## config.mk

```make
export PLATFORM = sky130hd
export DESIGN_NAME = gpio_irq_agg
export DESIGN_NICKNAME = d
export VERILOG_FILES = /design/src/rtl/gpio_irq_pkg.sv /design/src/rtl/gpio_edge_cause.sv /design/src/rtl/gpio_mask_bank.sv /design/src/rtl/gpio_group_or.sv /design/src/rtl/gpio_irq_agg.sv
export SDC_FILE = /design/constraint.sdc
export NUM_CORES = 1
export LEC_CHECK = 0
export BUFFER_PORTS_ARGS = -buffer_cell sky130_fd_sc_hd__buf_4
export CELL_PAD_IN_SITES_DETAIL_PLACEMENT = 0
export CELL_PAD_IN_SITES_GLOBAL_PLACEMENT = 1
export CORE_MARGIN = 5
export CORE_UTILIZATION = 48
export DETAILED_ROUTE_END_ITERATION = 16
export GPL_TIMING_DRIVEN = 1
export PLACE_DENSITY_LB_ADDON = 0.1
export SYNTH_ARGS = -nofsm -noshare
export SYNTH_HDL_FRONTEND = slang
export SYNTH_SLANG_ARGS = --single-unit
export TNS_END_PERCENT = 10
```

## constraint.sdc

```tcl
create_clock -name clk -period 2.8 [get_ports clk]
set_input_delay 0.42 -clock clk [delete_from_list [all_inputs] [get_ports clk]]
set_output_delay 0.42 -clock clk [all_outputs]
set_load 0.01 [all_outputs]
```

## src/rtl/gpio_irq_pkg.sv

```systemverilog
package gpio_irq_pkg;

    localparam int ADDR_W = 8;

    localparam logic [ADDR_W-1:0] OFS_CAUSE  = 8'h14;
    localparam logic [ADDR_W-1:0] OFS_EMASK0 = 8'h18;
    localparam logic [ADDR_W-1:0] OFS_LMASK0 = 8'h1C;
    localparam logic [ADDR_W-1:0] OFS_EMASK1 = 8'h30;
    localparam logic [ADDR_W-1:0] OFS_LMASK1 = 8'h34;

    typedef enum logic [2:0] {
        SEL_NONE,
        SEL_CAUSE,
        SEL_EMASK0,
        SEL_LMASK0,
        SEL_EMASK1,
        SEL_LMASK1
    } reg_sel_e;

    function automatic reg_sel_e decode_addr(input logic [ADDR_W-1:0] addr);
        reg_sel_e sel;
        unique case (addr)
            OFS_CAUSE:  sel = SEL_CAUSE;
            OFS_EMASK0: sel = SEL_EMASK0;
            OFS_LMASK0: sel = SEL_LMASK0;
            OFS_EMASK1: sel = SEL_EMASK1;
            OFS_LMASK1: sel = SEL_LMASK1;
            default:    sel = SEL_NONE;
        endcase
        return sel;
    endfunction

    function automatic reg_sel_e edge_sel(input int cpu);
        return (cpu == 0) ? SEL_EMASK0 : SEL_EMASK1;
    endfunction

    function automatic reg_sel_e level_sel(input int cpu);
        return (cpu == 0) ? SEL_LMASK0 : SEL_LMASK1;
    endfunction

endpackage

```

## src/rtl/gpio_edge_cause.sv

```systemverilog
module gpio_edge_cause #(
    parameter int LINES = 32
) (
    input  logic             clk,
    input  logic             rst_n,
    input  logic [LINES-1:0] din,
    input  logic             clr_we,
    input  logic [LINES-1:0] clr_keep,
    output logic [LINES-1:0] cause
);

    logic [LINES-1:0] prev_q;
    logic [LINES-1:0] rise;
    logic [LINES-1:0] kept;

    assign rise = din & ~prev_q;
    assign kept = clr_we ? (cause & clr_keep) : cause;

    // prev_q follows the lines during reset so a high line is not an edge
    always_ff @(posedge clk) begin
        if (!rst_n) begin
            prev_q <= din;
            cause  <= '0;
        end else begin
            prev_q <= din;
            cause  <= kept | rise;   // a fresh edge beats a clear
        end
    end

endmodule

```

## src/rtl/gpio_mask_bank.sv

```systemverilog
module gpio_mask_bank #(
    parameter int LINES = 32
) (
    input  logic             clk,
    input  logic             rst_n,
    input  logic             we_edge,
    input  logic             we_level,
    input  logic [LINES-1:0] wdata,
    output logic [LINES-1:0] emask,
    output logic [LINES-1:0] lmask
);

    always_ff @(posedge clk) begin
        if (!rst_n) begin
            emask <= '0;
            lmask <= '0;
        end else begin
            if (we_edge)  emask <= wdata;
            if (we_level) lmask <= wdata;
        end
    end

endmodule

```

## src/rtl/gpio_group_or.sv

```systemverilog
module gpio_group_or #(
    parameter int LINES   = 32,
    parameter int GROUP_W = 8
) (
    input  logic [LINES-1:0]         din,
    input  logic [LINES-1:0]         lmask,
    input  logic [LINES-1:0]         cause,
    input  logic [LINES-1:0]         emask,
    output logic [LINES/GROUP_W-1:0] irq
);

    localparam int NGROUPS = LINES / GROUP_W;

    logic [LINES-1:0] masked;

    assign masked = (din & lmask) | (cause & emask);

    for (genvar g = 0; g < NGROUPS; g++) begin : g_grp
        assign irq[g] = |masked[g*GROUP_W +: GROUP_W];
    end

endmodule

```

## src/rtl/gpio_irq_agg.sv

```systemverilog
module gpio_irq_agg
    import gpio_irq_pkg::*;
#(
    parameter int LINES   = 32,
    parameter int GROUP_W = 8
) (
    input  logic                     clk,
    input  logic                     rst_n,
    input  logic [LINES-1:0]         data_in,
    input  logic                     bus_wr,
    input  logic [ADDR_W-1:0]        bus_addr,
    input  logic [LINES-1:0]         bus_wdata,
    output logic [LINES-1:0]         bus_rdata,
    output logic [LINES/GROUP_W-1:0] irq_cpu0,
    output logic [LINES/GROUP_W-1:0] irq_cpu1
);

    localparam int NCPU    = 2;
    localparam int NGROUPS = LINES / GROUP_W;

    reg_sel_e         sel;
    logic [LINES-1:0] edge_cause;
    logic [LINES-1:0] emask [NCPU];
    logic [LINES-1:0] lmask [NCPU];
    logic [NGROUPS-1:0] irq_vec [NCPU];

    assign sel = decode_addr(bus_addr);

    gpio_edge_cause #(.LINES(LINES)) u_cause (
        .clk      (clk),
        .rst_n    (rst_n),
        .din      (data_in),
        .clr_we   (bus_wr && (sel == SEL_CAUSE)),
        .clr_keep (bus_wdata),
        .cause    (edge_cause)
    );

    for (genvar c = 0; c < NCPU; c++) begin : g_cpu
        gpio_mask_bank #(.LINES(LINES)) u_masks (
            .clk      (clk),
            .rst_n    (rst_n),
            .we_edge  (bus_wr && (sel == edge_sel(c))),
            .we_level (bus_wr && (sel == level_sel(c))),
            .wdata    (bus_wdata),
            .emask    (emask[c]),
            .lmask    (lmask[c])
        );

        gpio_group_or #(.LINES(LINES), .GROUP_W(GROUP_W)) u_grp (
            .din   (data_in),
            .lmask (lmask[c]),
            .cause (edge_cause),
            .emask (emask[c]),
            .irq   (irq_vec[c])
        );
    end

    assign irq_cpu0 = irq_vec[0];
    assign irq_cpu1 = irq_vec[1];

    always_comb begin
        unique case (sel)
            SEL_CAUSE:  bus_rdata = edge_cause;
            SEL_EMASK0: bus_rdata = emask[0];
            SEL_LMASK0: bus_rdata = lmask[0];
            SEL_EMASK1: bus_rdata = emask[1];
            SEL_LMASK1: bus_rdata = lmask[1];
            default:    bus_rdata = '0;
        endcase
    end

endmodule

```

### Word-level counts from Yosys, hierarchy flattened

Cells that the tools add are included.

* input port bits: 75
* output and inout bits: 40
* register bits: 192
* word-level logic and storage cells: 42

* reduce and logical (&&, ||, !) cells: 13
* multiplexer cells: 3
* eq/ne operators: 10
* bitwise logic cells: 10

Operator list (count)
* 32-bit bitwise AND: 6
* 32-bit one-hot mux with 5 select lines: 1
* 32-bit OR: 3
* 8-bit OR reduction: 8
* 32-bit two-way mux: 1
* 32-bit NOT: 1
* 8-bit by 5-bit == test with 1-bit output (second input constant): 3
* 8-bit by 6-bit == test with 1-bit output (second input constant): 2
* 3-bit one-hot mux with 5 select lines: 1
* 3-bit by 2-bit == test with 1-bit output (second input constant): 2
* 3-bit == test (second input constant): 2
* 1-bit logical AND: 5
* 3-bit by 1-bit == test with 1-bit output (second input constant): 1

### Depth between registers and ports, before layout

* depth in word-level cells: 6
* depth in mapped cells: 6
* mapped depth without buffers: 3

### Hierarchy

A second synthesis with hierarchy kept.

* cell total of the unflattened synthesis: 853
* area total of the unflattened synthesis: 9527.9 µm²

By module, submodules not included
* gpio_mask_bank: times used 2, area an instance 2492.4 µm², cells an instance 207, seq. area each 1281.2 µm²
* gpio_edge_cause: times used 1, area an instance 2442.3 µm², cells an instance 202, seq. area each 1281.2 µm²
* gpio_irq_agg: times used 1, area an instance 1290.0 µm², cells an instance 165, seq. area each 0.0 µm²
* gpio_group_or: times used 2, area an instance 405.4 µm², cells an instance 36, seq. area each 0.0 µm²

### Worst setup path after synthesis

No wires, ideal clock.

* path type: input to output
* start point: input bus_addr[5]
* end point: output bus_rdata[10]
* path slack: 0.657 ns
* stages on the path: 6
* data arrival time: 1.723 ns
* buffers on the path: 3
* required time: 2.380 ns
* cell sequence: clkbuf_2 > or4b_4 > buf_6 > nor2_8 > buf_4 > a221o_1

* longest elaborated chain between the ends: 4
* elaborated cells on any way between the ends: 12
* those cells by class: eq/ne: 10; mux: 2

Ends and longest elaborated chain
* from (decl): RTL line gpio_irq_agg.sv:11 `input logic [ADDR_W-1:0] bus_addr,`
* 8-bit by 6-bit == test with 1-bit output / 8-bit by 5-bit == test with 1-bit output (equally long branches): RTL line gpio_irq_pkg.sv:22 `unique case (addr)`
* 3-bit one-hot mux with 5 select lines (*): RTL line gpio_irq_pkg.sv:22
* 3-bit == test, or another cell as far along: RTL line gpio_irq_agg.sv:62 `unique case (sel)`
* 32-bit one-hot mux with 5 select lines (*): RTL line gpio_irq_agg.sv:62
* to (decl): RTL line gpio_irq_agg.sv:13 `output logic [LINES-1:0] bus_rdata,`

Every way passes the cells marked *; elsewhere a longest branch is shown, timed or not.

### Worst setup path in the final report

* start point: input bus_addr[2]
* end point: output bus_rdata[16]

The elaborated chain is that of the path after synthesis.

==> impl_metrics.yaml <==
final_layout:
  diodes: 0
  area_growth_pct: 18.7
  final_common_cell: "dfxtp_1"
  fillers: 1562
  regArea_um2: 3840
  nets: 1051
  multi_input_area_um2: 4660
  drive_gt1_frac: 0.215
  layout_common_cells: "192 x dfxtp_1, 176 x nand2_1, 159 x mux2i_1"
critical_path:
  path_cells: "buf_4, or4b_2, buf_12, nor3_1, a221o_1, buf_4"
  cp_max_fo: 59
  cp.arrival_ns: 2.08
  crit_family: "simple AND/OR/NAND/NOR gates"
  worstPathRequired_ns: 2.38
  critPathMostFrequentCell: "buf_4"
  worstSetupPathType: "input pin to primary output"
  cp.buffers_inverters: 3
  cp-start-kind: "input pin"
  cpMaxStageDelayCell: "or4b_2"
  cpPeakStageDelay_ns: 0.65
  crit_path_end_kind: "primary output"
timing:
  min_period_ns: 2.50
  relSlewSlack: 0.525
  timing.fmax_mhz: 400
  worst_pin_slew_ns: 0.713
  finClkSkew_ns: 0.00542
  finalHoldViolCount: 0
  finalMaxSlewViolations: 0
  period_share: 0.894
  tns_ns: 0
  rsz0062_at_grt: "false"
  setup_viol: 0
routing:
  dr.pass1.iters: 5
  vias: 7560
  vias_per_cell: 6.21
  drt_iter0_markers: 639
  route.detailed.wl_per_inst_um: 22.5
  ant_nets: 0
  drc_errors: 0
  routed_wl_um: 27300
yosys:
  synthCells: 891
  yosysSeqAreaShare: 0.435
  ys_types: 39
  syn_area_um2: 8830
  ys_seq_elements: 192
  avgSynthCellArea_um2: 9.91
  synth-warning-count: 0
  synth_nets: 966
power_and_ir_drop:
  fin_total_pwr_mw: 5.78
  leakagePower_nw: 4.60
  ir_drop_v: 0.000462
  power_density_nw_per_um2: 551
die:
  fp.dieW_um: 146
  die_area_um2: 21200
  core.rowCount: 49
  die_h_um: 146
  core_area_um2: 18000
  pin_count: 115
  start_util: 0.490
cts:
  clock_latency_ns: 0.43
  cts_buffer_depth: 2
  cts_resized: 0
  cts_inserted_buffers: 17
  cts_num_sinks: 192
  cts_tree: "built"
  ctsRootBufferMaster: "clkbuf_16"
  clk_pin_slew_ns: 0.07
  cts-htree-levels: 4
  cts_hold_buffers: 0
  postCtsSetupBuffers: 0
placed_design:
  hpwl_um: 18200
  gp_congestion: 0.853
  io_buffers: 114
grt:
  busiest_layer: "met2"
  grt_pass1_wl_um: 43500
  grt_util_met3: 0.0526
  grt-ovfl-total: 0
  grt_pass1_vias: 7681
  met2_usage: 0.393
  grt_antenna_before_repair: 0
  grt_use_total: 0.254
  grt_max_degree: 74
  met1_usage: 0.357
run_status:
  status: "completed"
job:
  maxCapViolCount: 0
min_path:
  hp-class: "input pin to flop"
## cell type report
class	instances	share of cell area
Tap cell	229	0.0273
Sequential cell	192	0.367
Clock buffer	19	0.0432
Clock inverter	12	0.0152
Inverter	1	0.000358
Timing Repair Buffer	136	0.103
Multi-Input combinational cell	628	0.445
## cell usage after synthesis (all sizes together)
cell    count  share of area
mux2i     159           0.18
o41ai      16          0.024
or3b        2         0.0020
o21ai      16         0.0091
a211o       4         0.0040
inv         1        0.00042
a211oi      5         0.0042
dfxtp     192           0.44
nand2b     16          0.011
or3         1        0.00071
nand4      10         0.0071
a21boi     16          0.014
nand2     176          0.075
nor2        1         0.0023
nor4bb      1         0.0011
nand3       1        0.00057
nor2b       1        0.00071
nor3       32          0.018
a221o      28          0.032
nor4       16          0.011
nand3b     26          0.022
and4b       1         0.0011
a22o       32          0.032
a221oi     32          0.032
nor3b       2         0.0017
mux2       28          0.036
or4b        2         0.0027
nor4b       2         0.0020
buf        33          0.021
and3        2         0.0014
clkbuf     37          0.016
## logic make-up (layout without fill, tap and decap cells)
logic type             Yosys count  after routing  synth area share
AND/OR/NAND/NOR                292            292             0.161
flip-flops                     192            192             0.435
multiplexers                   187            187             0.216
buffers and inverters           71            168            0.0375
AO/OA/AOI/OAI                  149            149             0.150
## per-stage QoR
step	setup slack (ns)	cell area, um^2	instances	hold WS [ns]	util
after global routing	0.221	10500	1217	0.0936	0.582
after global placement	0.385	9870	1186	0.457	0.548
after floorplan	0.657	8830	891	0.445	-
after detailed placement	0.327	9870	1186	0.463	0.548
after CTS	0.326	10500	1217	0.105	0.582
final	0.298	10500	1217	0.119	0.582
## worst paths after layout
path                                   from                   endpoint  slack (ns)  cells past startpoint
hold reg to reg   g_cpu[0].u_masks.emask[1]  g_cpu[0].u_masks.emask[1]        0.48                      2
setup / recovery                bus_addr[2]              bus_rdata[16]        0.30                      6
hold / removal                  data_in[12]         u_cause.prev_q[12]        0.12                      1
setup reg to reg          u_cause.cause[13]          u_cause.cause[13]        2.04                      2
## where the power goes
part | total [mW] | switching, mW | leakage [nW] | internal (mW)
clock | 2.53 | 1.08 | 0.284 | 1.45
combinational | 0.402 | 0.238 | 2.75 | 0.164
sequential | 2.84 | 0.0506 | 1.57 | 2.79
total | 5.78 | 1.37 | 4.60 | 4.41
## worst register-to-register path: stages (launching register included)
cell      delay, ns
dfxtp_1        0.45
o41ai_2        0.11
a21boi_1       0.14
## routing by layer
metal  vias to the layer above  wire length (um)
li1                       3487                 -
met3                        33              1820
met4                         0               411
met1                      3730             12600
met2                       310             12600
met5                         -                 0
## state kept, by name (all words and copies together) (netlist names)
| signal | flops |
|---|---|
| u_cause.cause | 32 |
| g_cpu.u_masks.emask | 64 |
| u_cause.prev_q | 32 |
| g_cpu.u_masks.lmask | 64 |
No activity file was read; power rests on OpenSTA's default activity.
